<file path="config.mk">
export PLATFORM = sky130hd
export DESIGN_NAME = burst_addr_seq
export DESIGN_NICKNAME = d
export VERILOG_FILES = /design/src/rtl/burst_addr_seq_pkg.sv /design/src/rtl/bseq_beat_ctr.sv /design/src/rtl/bseq_start_reg.sv /design/src/rtl/bseq_order_map.sv /design/src/rtl/burst_addr_seq.sv
export SDC_FILE = /design/constraint.sdc
export NUM_CORES = 1
export LEC_CHECK = 0
export BUFFER_PORTS_ARGS = -buffer_cell sky130_fd_sc_hd__buf_2
export CORE_MARGIN = 2
export CORE_UTILIZATION = 35
export CTS_CLUSTER_DIAMETER = 60
export DETAILED_ROUTE_END_ITERATION = 6
export PLACE_DENSITY = 0.65
export RECOVER_POWER = 50
export SLEW_MARGIN = 5
export SYNTH_ARGS = -nofsm -noshare
export SYNTH_HDL_FRONTEND = slang
export SYNTH_HIERARCHICAL = 1
export SYNTH_SLANG_ARGS = --single-unit
</file>
<file path="constraint.sdc">
create_clock -name clk -period 1.4 [get_ports clk]
set_input_delay 0.28 -clock clk [delete_from_list [all_inputs] [get_ports clk]]
set_output_delay 0.28 -clock clk [all_outputs]
set_load 0.005 [all_outputs]
</file>
<file path="src/rtl/burst_addr_seq_pkg.sv">
package burst_addr_seq_pkg;
   typedef enum logic {
      ORD_LINEAR     = 1'b0,
      ORD_INTERLEAVE = 1'b1
   } beat_order_e;

   localparam int unsigned DEF_ADDR_W = 18;
   localparam int unsigned DEF_BEAT_W = 2;
endpackage

</file>
<file path="src/rtl/bseq_beat_ctr.sv">
module bseq_beat_ctr #(
   parameter int unsigned BEAT_W = 2
) (
   input  logic              clk,
   input  logic              rst_n,
   input  logic              load,
   input  logic              step,
   output logic [BEAT_W-1:0] cnt,
   output logic              active
);
   logic [BEAT_W-1:0] cnt_q;
   logic              act_q;

   always_ff @(posedge clk or negedge rst_n) begin
      if (!rst_n) begin
         cnt_q <= '0;
         act_q <= 1'b0;
      end else if (load) begin
         cnt_q <= '0;
         act_q <= 1'b1;
      end else if (step && act_q) begin
         cnt_q <= cnt_q + 1'b1;
      end
   end

   assign cnt    = cnt_q;
   assign active = act_q;
endmodule

</file>
<file path="src/rtl/bseq_start_reg.sv">
module bseq_start_reg #(
   parameter int unsigned ADDR_W = 18
) (
   input  logic                                clk,
   input  logic                                rst_n,
   input  logic                                load,
   input  logic [ADDR_W-1:0]                   addr_d,
   input  burst_addr_seq_pkg::beat_order_e     mode_d,
   output logic [ADDR_W-1:0]                   addr_q,
   output burst_addr_seq_pkg::beat_order_e     mode_q
);
   import burst_addr_seq_pkg::*;

   always_ff @(posedge clk or negedge rst_n) begin
      if (!rst_n) begin
         addr_q <= '0;
         mode_q <= ORD_LINEAR;
      end else if (load) begin
         addr_q <= addr_d;
         mode_q <= mode_d;
      end
   end
endmodule

</file>
<file path="src/rtl/bseq_order_map.sv">
module bseq_order_map #(
   parameter int unsigned BEAT_W = 2
) (
   input  logic [BEAT_W-1:0]               base_lo,
   input  logic [BEAT_W-1:0]               beat,
   input  burst_addr_seq_pkg::beat_order_e mode,
   output logic [BEAT_W-1:0]               lo_out
);
   import burst_addr_seq_pkg::*;

   logic [BEAT_W-1:0] xor_bits;
   logic [BEAT_W-1:0] sum_bits;
   logic [BEAT_W-1:0] carry;

   assign carry[0] = 1'b0;

   for (genvar i = 0; i < BEAT_W; i++) begin : g_bit
      assign xor_bits[i] = base_lo[i] ^ beat[i];
      assign sum_bits[i] = base_lo[i] ^ beat[i] ^ carry[i];
      if (i < BEAT_W - 1) begin : g_carry
         assign carry[i+1] = (base_lo[i] & beat[i]) |
                             (carry[i] & (base_lo[i] ^ beat[i]));
      end
   end

   assign lo_out = (mode == ORD_INTERLEAVE) ? xor_bits : sum_bits;
endmodule

</file>
<file path="src/rtl/burst_addr_seq.sv">
module burst_addr_seq
   import burst_addr_seq_pkg::*;
#(
   parameter int unsigned ADDR_W = DEF_ADDR_W,
   parameter int unsigned BEAT_W = DEF_BEAT_W
) (
   input  logic              clk,
   input  logic              rst_n,
   input  logic              ce,
   input  logic              cmd_start,
   input  logic              cmd_advance,
   input  logic              order_sel,
   input  logic [ADDR_W-1:0] start_addr,
   output logic [ADDR_W-1:0] beat_addr,
   output logic              last_beat
);
   localparam int unsigned HI_W = ADDR_W - BEAT_W;

   if (BEAT_W < 1) begin : g_bad_beat
      $error("burst_addr_seq: BEAT_W must be at least 1");
   end
   if (ADDR_W <= BEAT_W) begin : g_bad_addr
      $error("burst_addr_seq: ADDR_W must exceed BEAT_W");
   end

   logic              load_en;
   logic              step_en;
   logic [BEAT_W-1:0] beat_cnt;
   logic              burst_act;
   logic [ADDR_W-1:0] base_q;
   beat_order_e       mode_q;
   beat_order_e       mode_d;
   logic [BEAT_W-1:0] lo_addr;

   assign mode_d  = order_sel ? ORD_INTERLEAVE : ORD_LINEAR;
   assign load_en = ce & cmd_start;
   assign step_en = ce & cmd_advance & ~cmd_start;

   bseq_start_reg #(.ADDR_W(ADDR_W)) u_start (
      .clk    (clk),
      .rst_n  (rst_n),
      .load   (load_en),
      .addr_d (start_addr),
      .mode_d (mode_d),
      .addr_q (base_q),
      .mode_q (mode_q)
   );

   bseq_beat_ctr #(.BEAT_W(BEAT_W)) u_ctr (
      .clk    (clk),
      .rst_n  (rst_n),
      .load   (load_en),
      .step   (step_en),
      .cnt    (beat_cnt),
      .active (burst_act)
   );

   bseq_order_map #(.BEAT_W(BEAT_W)) u_map (
      .base_lo (base_q[BEAT_W-1:0]),
      .beat    (beat_cnt),
      .mode    (mode_q),
      .lo_out  (lo_addr)
   );

   assign beat_addr = {base_q[ADDR_W-1 -: HI_W], lo_addr};
   assign last_beat = burst_act & (&beat_cnt);
endmodule

</file>
Word-level counts from Yosys, hierarchy flattened
Index checks and enable logic that the tools add are counted.

$add $sub $neg: 1. Multiplexer cells: 4. Bitwise operators: 9. Reductions and logical operators: 3.

Operators by type and width (count): two-way mux 2 bit (3); AND 1 bit (5); XOR 1 bit (3); adder 2 x 1 -> 2 bit, second input constant (1); AND reduction 2 bit (1); nonzero test 2 bit (1); logical AND 1 bit (1); two-way mux 1 bit (1); inverter 1 bit (1).

Bits in registers: 22. Input bits: 24. Output and inout bits: 19. Word-level logic and storage cells: 21.

Logic depth before layout (Yosys ltp)
Gate-level depths: netlist of run 1.

Depth after elaboration: 5. Depth in mapped cells: 4. Depth with buffers taken out: 3.

Cells and area by module
Netlist of run 1, hierarchy kept.

By module, submodules not included: bseq_start_reg (instances 1, cells each 40, area an instance 758.2 um^2, sequential area each 475.5 um^2); bseq_beat_ctr (instances 1, cells each 11, area an instance 138.9 um^2, sequential area each 75.1 um^2); bseq_order_map (instances 1, cells each 4, area an instance 36.3 um^2, sequential area each 0.0 um^2); burst_addr_seq (instances 1, cells each 3, area an instance 22.5 um^2, sequential area each 0.0 um^2).

Least setup slack after synthesis of run 1
Ideal clock, no wire load.

Path kind: input to register. Start: input ce. End: register u_start.addr_q[10]. Setup time: 0.125 ns. Arrival time: 1.049 ns. Required time: 1.275 ns. Setup slack: 0.226 ns. Stages on the path: 4. Path buffers: 2. Cell sequence: and2_2 -> buf_6 -> buf_12 -> mux2_4.

Longest elaborated chain between the ends: 1.

RTL lines: start: declaration (RTL line burst_addr_seq.sv:9) `input logic ce,`; AND 1 bit (RTL line burst_addr_seq.sv:36) `assign load_en = ce & cmd_start;`; end signal: assignment (RTL line bseq_start_reg.sv:19) `addr_q <= addr_d;`; end: declaration (RTL line bseq_start_reg.sv:9) `output logic [ADDR_W-1:0] addr_q,`.

Every way passes these cells. A chain may end at the register's enable or synchronous reset.

Final worst setup path of run 1
Start: register u_start.addr_q[0]. End: output beat_addr[1].

Longest elaborated chain between the ends: 3.

RTL lines: AND 1 bit (RTL line bseq_order_map.sv:21) `assign carry[i+1] = (base_lo[i] & beat[i]) |`; XOR 1 bit (RTL line bseq_order_map.sv:19) `assign sum_bits[i] = base_lo[i] ^ beat[i] ^ carry[i];`; two-way mux 2 bit (RTL line bseq_order_map.sv:26) `assign lo_out = (mode == ORD_INTERLEAVE) ? xor_bits : sum_bits;`; end: declaration (RTL line burst_addr_seq.sv:14) `output logic [ADDR_W-1:0] beat_addr,`.

Every way passes these cells.

==> results_dict.tcl, run 1 <==
set metrics [dict create \
    hold_ws_ps 194.5 \
    core_area_sq_mm 0.002522 \
    drc_errors 0 \
    worstPathRequired_ps 1120 \
    p_comb_frac 0.219 \
    diodes 0 \
    fin_area_sq_mm 0.001215 \
    status "finished with violations" \
    vdd_drop_max_mv 0.4989 \
    cts_tree "done" \
    power.leakage_nw 0.5900 \
    power_frac_seq 0.575 \
    drt_iter0_markers 5 \
    rows 18 \
    nNetsFinal 131 \
    start_util 0.3790 \
    end_kind "output pin" \
    cts_root_buf "clkbuf_4" \
    area.growth.synth_to_final_pct 27.09 \
    die_height_um 56.26 \
    switchingPower_w 0.0003301 \
    clkTransAtPathRegs_ps 110 \
    io_pins 43 \
    yosys_most_used_dff "dfrtp_1" \
    cts_buffers 3 \
    hold_viol_final 0 \
    first_pass_iters 4 \
    slew_headroom 0.6441 \
    synthCells 58 \
    synth_common_cells "22 x dfrtp_1, 11 x mux2_4, 9 x mux2_2, 2 x nor2b_1, 2 x xnor2_1" \
    place_area_sq_mm 0.001172 \
    ant_nets 0 \
    p_clk_frac 0.206 \
    worstPathArrival_ps 1230 \
    wl_mm 1.731 \
    grt_usage 0.1201 \
    clock_latency_ps 290 \
    synth_cell_types 17 \
    die_x_um 56.26 \
    switching_share 0.2476 \
    synth_edf_count 0 \
    tightestPinTransition_ps 533.8 \
    drive_above_1_share 0.6442 \
    violations "negative setup slack" \
    die-area_sq_mm 0.003165 \
    start_kind "flop" \
    synth_area_leaders "dfrtp_1 58%, mux2_4 17%, mux2_2 11%" \
    cts_max_level 1 \
    routedWlPerCell_um 12.92 \
    synth.avg_cell_area_sq_um 16.48 \
    ys_seq_elements 22 \
    ys_seq_area_frac 0.5759 \
    crit_path_max_incr_delay_ps 400 \
    reg2reg_slack_ps 270 \
    clk_path_buf_depth 2 \
    cts.sinks 22 \
    grt_pass1_vias 639 \
    vias_per_cell 4.522 \
    yosysWarningCount 6 \
    crit_chain "ha_2 -> nor2b_4 -> xnor2_1 -> buf_2" \
    io_buffers 42 \
    power.total_w 0.001333 \
    min_period_ps 1511 \
    p_per_area_mw_per_mm2 1097 \
    final_core_util 0.4816 \
    grt_max_degree 24 \
    cp_slowest_cell "dfrtp_1" \
    timing.final.crit_share 1.079 \
    hold_class "primary input to flop" \
    grt_pass1_wl_mm 2.967 \
    vias 606 \
    synth_area_leader_cell "dfrtp_1" \
    timing.fmax_mhz 661.9 \
    internal-power_w 0.001003 \
    async_flop_share 1.000 \
    worstSetupPathType "flop to output pin" \
    crit_fanout 2 \
    finalClockSkew_ps 0.09298 \
    antenna_found_initial 0 \
    setup_violations 2 \
    drv_cap 0 \
    rsz0062_at_grt "true" \
    synth_top_area_frac 0.5759 \
    slew_viol_final 0 \
    setup_ws_ps -110.9 \
    routabilityCongestion 0.7292 \
    synth_fp_nets 83 \
    syn_area_sq_um 955.9 \
    gr-total-overflow 0 \
    yosysMostFrequentCell "dfrtp_1" \
]
-- per-layer routing --
metal	global-route usage	vias up	routed length, um
li1	-	294	-
met1	0.1549	295	717
met2	0.1882	15	892
met3	0.02765	2	108
met4	0.06122	0	13
met5	0	-	0
-- cells in the final DEF, fill, tap and decap left out --
cell type / instances
or2_2: 1
nor2_1: 1
mux2_1: 6
nand3_2: 1
a21oi_1: 1
and2_2: 1
nor2b_4: 1
dlygate4sd3_1: 1
buf_6: 1
dfrtp_1: 22
nand3b_1: 1
mux2_2: 9
clkbuf_1: 1
a21bo_2: 1
buf_4: 1
and3_4: 1
xnor2_1: 2
and3b_1: 1
clkbuf_2: 1
nor2b_1: 1
buf_2: 40
mux2_4: 5
clkbuf_4: 3
ha_2: 1
-- power by group through the flow --
stage | Combinational [W] | Sequential, W | Clock [W]
floorplan | 0.000163 | 0.000784 | 0
global placement | 0.000296 | 0.000779 | 0
detailed placement | 0.000304 | 0.000783 | 0
CTS | 0.000318 | 0.000770 | 0.000291
global route | 0.000324 | 0.000780 | 0.000306
finish | 0.000292 | 0.000766 | 0.000275
-- path summary, 6_finish.rpt --
kind,from,to,cells after the start
hold / removal,start_addr[6],u_start/addr_q[6]$_DFFE_PN0P_,2
setup / recovery,u_start/addr_q[0]$_DFFE_PN0P_,beat_addr[1],4
hold reg to reg,u_start/addr_q[6]$_DFFE_PN0P_,u_start/addr_q[6]$_DFFE_PN0P_,1
min in group asynchronous,rst_n,u_start/addr_q[0]$_DFFE_PN0P_,2
setup reg to reg,u_ctr/cnt[0]$_DFFE_PN0P_,u_ctr/cnt[1]$_DFFE_PN0P_,4
max in group asynchronous,rst_n,u_start/addr_q[13]$_DFFE_PN0P_,2
-- registers in the layout, indices dropped and copies added, names as in the netlist --
| signal | flops |
|---|---|
| u_ctr/active | 1 |
| u_ctr/cnt | 2 |
| u_start/mode_q | 1 |
| u_start/addr_q | 18 |
-- worst max-delay path: cells and delay by family, from the launching register on --
kind | cells | cell delay (ps)
fa+ha+maj | 1 | 180
xor+xnor | 1 | 110
buf+inv | 1 | 130
simple gates | 1 | 120
flops | 1 | 400
-- cells by family (layout without fill, tap and decap cells) --
logic type                 count (synthesis)  count (layout)  synth area share
xor gates and xnor gates                   2               2           0.01833
DFF                                       22              22            0.5759
muxes                                     20              20            0.2788
buffers and inverters                      2              48           0.03272
adders and majority gates                  1               1           0.01309
and+or+nand+nor                            9               9           0.06546
AOI/OAI and AO/OA                          2               2           0.01570
-- cell type report --
type | count | area (sq um)
Fill cell | 257 | 1308
Sequential cell | 22 | 550.5
Clock buffer | 3 | 22.52
Multi-Input combinational cell | 34 | 366.6
Timing Repair Buffer | 45 | 237.7
Tap cell | 30 | 37.54
-- what timing repair did --
| item | 4_1_cts | 5_1_grt |
|---|---|---|
| gates resized for setup | 3 | 3 |
| endpoints found under the hold margin | 22 | 0 |
| buffers inserted | 1 | 2 |
| setup endpoints to repair | 2 | 3 |
| pin swaps | 2 | 2 |
| hold buffers | 1 | 0 |
-- metrics by stage --
step	cells	worst slack [ps]	TNS [ps]
floorplan	58	226.1	0
global placement	128	-6.778	-55.37
detailed placement	128	-32.71	-271.2
CTS	133	-159.2	-200.8
global route	134	-186.9	-277.2
finish	134	-110.9	-111.1
Note: power is estimated with default switching activity, not from simulation.
==> inputs of run 2 (changes only) <==
--- a/config.mk
+++ b/config.mk
@@ -6,6 +6,7 @@
 export NUM_CORES = 1
 export LEC_CHECK = 0
 export BUFFER_PORTS_ARGS = -buffer_cell sky130_fd_sc_hd__buf_2
+export CORE_ASPECT_RATIO = 0.8
 export CORE_MARGIN = 2
 export CORE_UTILIZATION = 35
 export CTS_CLUSTER_DIAMETER = 60
==> constraint.sdc (replaced) <==
create_clock -name clk -period 1.4 [get_ports clk]
set_input_delay 0.35 -clock clk [delete_from_list [all_inputs] [get_ports clk]]
set_output_delay 0.35 -clock clk [all_outputs]
set_load 0.005 [all_outputs]
==> run 2 against run 1 <==
Compared with the run above:
- the flow still finishes with violations (negative setup slack)
- largest power group unchanged
- global-route usage fell by 0.30 points
- sequential share of layout area fell by 0.99 points
- hold slack improved by 56 ps
- critical path type unchanged
- highest routed layer unchanged
- setup slack got worse by 130 ps
==> results_dict.tcl, run 2 (synthesized netlist as in run 1, its figures left out) <==
set metrics [dict create \
    drive_above_1_share 0.6286 \
    hold_viol_final 0 \
    multi_input_comb_area_sq_um 356.6 \
    wl_mm 1.618 \
    reg2reg_depth 3 \
    min_from "start_addr[13]" \
    gr-total-overflow 0 \
    hold_ws_ps 250.1 \
    finalClockSkew_ps 7.871 \
    io_buffers 42 \
    pre_cts_slack_ps 64.57 \
    r2r-start "u_ctr/active$_DFFE_PN0P_" \
    cts_tree "done" \
    hold_class "primary input to flop" \
    register_area_sq_um 551.8 \
    die-area_sq_mm 0.003168 \
    layout_common_cells "40 x buf_2, 21 x dfrtp_1, 9 x mux2_2" \
    timing.final.crit_share 1.175 \
    p_per_area_mw_per_mm2 1226 \
    top_register "u_start/addr_q" \
    core_area_sq_mm 0.002522 \
    power_frac_seq 0.504 \
    violations "negative setup slack" \
    clk_path_buf_depth 2 \
    end_kind "output pin" \
    crit_end "beat_addr[1]" \
    place_area_sq_mm 0.001200 \
    grt_usage 0.1171 \
    drc_errors 0 \
    routedWlPerCell_um 11.48 \
    rsz0062_at_grt "true" \
    diodes 0 \
    p_comb_frac 0.186 \
    fin_area_sq_mm 0.001245 \
    slew_headroom 0.6372 \
    nNetsFinal 131 \
    grt_pass1_vias 658 \
    switching_share 0.2197 \
    internal-power_w 0.001191 \
    final_core_util 0.4936 \
    cts.sinks 22 \
    io_pins 43 \
    ant_nets 0 \
    reg2reg_slack_ps 410 \
    start_util 0.3790 \
    worstSetupPathType "flop to output pin" \
    min_period_ps 1645 \
    setup_ws_ps -244.8 \
    timing.fmax_mhz 608.0 \
    drv_cap 0 \
    start_kind "flop" \
    first_pass_iters 2 \
    crit_fanout 5 \
    cts_max_level 1 \
    die_height_um 50.75 \
    grt_pass1_wl_mm 2.849 \
    cts_buffers 3 \
    clkTransAtPathRegs_ps 120 \
    status "finished with violations" \
    power.total_w 0.001526 \
    area.growth.synth_to_final_pct 30.24 \
    vias_per_cell 4.461 \
    final_common_cell "buf_2" \
    n_fill_cell 256 \
    routabilityCongestion 0.6908 \
    worstPathArrival_ps 1290 \
    largest_register_ffs 18 \
    worstPathRequired_ps 1050 \
    drt_iter0_markers 18 \
    rows 16 \
    switchingPower_w 0.0003353 \
    tightestPinTransition_ps 544.2 \
    cts_root_buf "clkbuf_4" \
    antenna_found_initial 0 \
    hpwl_mm 1.256 \
    r2r_end "u_ctr/cnt[1]$_DFFE_PN0P_" \
    clock_latency_ps 300 \
    slew_viol_final 0 \
    power.leakage_nw 0.6018 \
    vdd_drop_max_mv 0.8972 \
    grt_max_degree 24 \
    die_x_um 62.43 \
    vias 629 \
    setup_violations 2 \
    crit_start "u_ctr/cnt[0]$_DFFE_PN0P_" \
    p_clk_frac 0.311 \
]
-- run 2: cell types whose count changed in the layout (fill, tap and decap cells not counted), sizes merged --
cell | previous run | this run
bufinv | 0 | 1
-- run 2: power by group through the flow --
stage	Combinational (W)	Sequential, W	Clock [W]
6_report	0.000283	0.000769	0.000474
5_1_grt	0.000312	0.000785	0.000529
4_1_cts	0.000314	0.000770	0.000502
3_5_place_dp	0.000311	0.000782	0
3_3_place_gp	0.000304	0.000777	0
2_1_floorplan	0.000163	0.000784	0
-- run 2: worst min path at each step --
stage | end | depth (start not counted)
after CTS | u_start/addr_q[6]$_DFFE_PN0P_ | 2
final | u_start/addr_q[13]$_DFFE_PN0P_ | 2
after global placement | u_start/addr_q[9]$_DFFE_PN0P_ | 1
after global routing | u_start/addr_q[13]$_DFFE_PN0P_ | 2
after detailed placement | u_start/addr_q[9]$_DFFE_PN0P_ | 1
after floorplan | u_ctr/active$_DFFE_PN0P_ | 0
-- run 2: repair_timing --
action / CTS / global route
endpoints found under the hold margin: 22 / 0
setup endpoints to repair: 3 / 3
setup buffers: 1 / 0
hold buffers: 1 / 0
resized for setup: 1 / 3
-- run 2: metrics by stage --
stage,setup TNS (ps),std cells
after detailed placement,0,135
after global placement,0,135
after global routing,-500.1,141
after CTS,-424.9,141
final,-302.3,141
after floorplan,0,58
-- run 2: layer usage --
metal / wire length [um] / share of wire / GRT usage / up-vias
met5: 0 / 0 / 0 / -
met4: 15 / 0.0093 / 0.03333 / 0
met3: 97 / 0.060 / 0.04484 / 2
met2: 881 / 0.54 / 0.2007 / 21
met1: 624 / 0.39 / 0.1382 / 311
li1: - / - / - / 295
-- run 2: critical path, cell delays in order (launching register included) --
cell	delay [ps]
dfrtp_2	460
ha_4	160
nor2b_1	130
xnor2_1	130
buf_2	130
-- run 2: area by class of cell --
type,count,share of cell area
clock buffer,3,0.01809
sequential,22,0.4432
tap,36,0.03618
multi-input combinational,34,0.2864
clock inverter,1,0.02412
timing repair buffer,45,0.1920
==> inputs of run 3 (changes only) <==
--- a/config.mk
+++ b/config.mk
@@ -7,7 +7,7 @@
 export LEC_CHECK = 0
 export BUFFER_PORTS_ARGS = -buffer_cell sky130_fd_sc_hd__buf_2
 export CORE_ASPECT_RATIO = 0.8
-export CORE_MARGIN = 2
+export CORE_MARGIN = 10
 export CORE_UTILIZATION = 35
 export CTS_CLUSTER_DIAMETER = 60
 export DETAILED_ROUTE_END_ITERATION = 6
==> constraint.sdc (replaced) <==
create_clock -name clk -period 2.08 [get_ports clk]
set_input_delay 0.52 -clock clk [delete_from_list [all_inputs] [get_ports clk]]
set_output_delay 0.52 -clock clk [all_outputs]
set_load 0.005 [all_outputs]
==> run 3 against run 2 <==
Compared with the run above:
- the flow now finishes without violations
- critical path depth did not move
- critical endpoint unchanged
- via count fell by 2.4%
- combinational power fell by 34%
- clock power fell by 51%
- largest power group unchanged
- total power fell by 39%
- count of clock-buffer cells in the layout rose by 1
==> results_dict.tcl, run 3 (synthesized netlist as in run 1, its figures left out) <==
set metrics [dict create \
    ant_nets 0 \
    p_clk_frac 0.246 \
    power_frac_seq 0.553 \
    cp_slowest_cell "dfrtp_1" \
    slew_headroom 0.2246 \
    vias 614 \
    io_buffers 42 \
    worstPathArrival_ps 1310 \
    area.growth.synth_to_final_pct 24.21 \
    grt_pass1_vias 718 \
    hold_class "primary input to async pin" \
    slew_viol_final 0 \
    timing.final.crit_share 0.8816 \
    vias_per_cell 4.449 \
    p_per_area_mw_per_mm2 785.2 \
    ctsResizeCount 0 \
    cts_max_level 1 \
    drt_iter0_markers 30 \
    status "finished clean" \
    die_height_um 66.75 \
    layout_common_cells "41 x buf_2, 22 x dfrtp_1, 9 x mux2_2" \
    cts_buffers 3 \
    start_kind "flop" \
    grt_max_degree 24 \
    cts.sinks 22 \
    wl_met1_um 792 \
    first_pass_iters 2 \
    cts_setup_buffers 0 \
    hold_viol_final 0 \
    n_fill_cell 254 \
    worstSetupPathType "flop to output pin" \
    tns_ps 0 \
    crit_chain "ha_1 -> nor2b_1 -> xnor2_1 -> buf_2" \
    start_util 0.3790 \
    crit_path_max_incr_delay_ps 430 \
    die_x_um 78.43 \
    routed.top_layer "met4" \
    core_area_sq_mm 0.002522 \
    min_period_ps 1834 \
    power.total_w 0.0009323 \
    hold_buffers 0 \
    timing.fmax_mhz 545.3 \
    path_delay_family "flip-flops" \
    clkTransAtPathRegs_ps 120 \
    crit_fanout 5 \
    die-area_sq_mm 0.005235 \
    finalClockSkew_ps 2.482 \
    worstPathRequired_ps 1560 \
    internal-power_w 0.0007047 \
    switching_share 0.2441 \
    r2r-start "u_ctr/cnt[1]$_DFFE_PN0P_" \
    nNetsFinal 128 \
    rows 16 \
    r2r_end "u_ctr/cnt[1]$_DFFE_PN0P_" \
    power.leakage_nw 0.5820 \
    drv_cap 0 \
    grt_pass1_wl_mm 3.346 \
    worstPathBufferInverterCount 1 \
    vdd_drop_max_mv 0.3854 \
    register_area_sq_um 550.5 \
    multi_input_comb_area_sq_um 346.6 \
    clock_latency_ps 300 \
    diodes 0 \
    grt_usage 0.07865 \
    wl_met3_um 130 \
    p_comb_frac 0.201 \
    top_register "u_start/addr_q" \
    final_common_cell "buf_2" \
    routedWlPerCell_um 14.72 \
    reg2reg_depth 2 \
    io_pins 43 \
    antenna_found_initial 0 \
    gr-total-overflow 0 \
    drive_above_1_share 0.5980 \
    tightestPinTransition_ps 1163 \
    wl_mm 2.031 \
    cts_root_buf "clkbuf_4" \
    reg2reg_slack_ps 1120 \
    end_kind "output pin" \
    largest_register_ffs 18 \
    routabilityCongestion 0.7303 \
    rsz0062_at_grt "false" \
    met2_length_mm 1.082 \
    drc_errors 0 \
    cts_tree "done" \
    clk_path_buf_depth 2 \
    hpwl_mm 1.608 \
    setup_violations 0 \
    switchingPower_w 0.0002276 \
]
[run 3: layout make-up]
type                    count  share of cell area
flip-flops and latches     22              0.4636
well taps                  36             0.03793
clock buffers               4             0.03056
multi-input cells          34              0.2919
repair buffers             42              0.1760
[run 3: power groups by stage]
stage	clock network [W]	registers (W)	logic, W
2_1_floorplan	0	0.000528	0.000109
3_3_place_gp	0	0.000523	0.000207
3_5_place_dp	0	0.000526	0.000212
4_1_cts	0.000241	0.000518	0.000212
5_1_grt	0.000266	0.000526	0.000208
6_report	0.000230	0.000515	0.000187
[run 3: metrics by stage]
step | hold slack [ps] | area, sq um | util | std cells | setup slack (ps)
after floorplan | 224.4 | 955.9 | - | 58 | 666.1
after global placement | 487.8 | 1180 | 0.4678 | 134 | 427.7
after detailed placement | 487.0 | 1180 | 0.4678 | 134 | 395.3
after CTS | 165.1 | 1216 | 0.4821 | 138 | 217.4
after global routing | 396.6 | 1187 | 0.4707 | 138 | 129.8
final | 419.5 | 1187 | 0.4707 | 138 | 246.3
[run 3: worst register-to-register path: stages, from the launching register on]
cell and delay (ps):
dfrtp_1 430, nor2b_1 150, mux2_4 290
[run 3: metal layers]
metal  track usage  up-vias
met4       0.02679        0
met3       0.03351        2
li1              -      291
met2        0.1363       21
met1       0.08527      300
met5             0        -
[run 3: how the worst max path moves through the flow]
stage,startpoint,end,slack [ps],cells past startpoint
2_1_floorplan,ce,u_start/addr_q[10]$_DFFE_PN0P_,670,4
5_1_grt,u_ctr/cnt[0]$_DFFE_PN0P_,beat_addr[1],130,4
4_1_cts,u_ctr/cnt[0]$_DFFE_PN0P_,beat_addr[1],220,4
6_report,u_ctr/cnt[0]$_DFFE_PN0P_,beat_addr[1],250,4
3_3_place_gp,ce,u_start/addr_q[3]$_DFFE_PN0P_,430,3
3_5_place_dp,ce,u_start/addr_q[3]$_DFFE_PN0P_,400,3
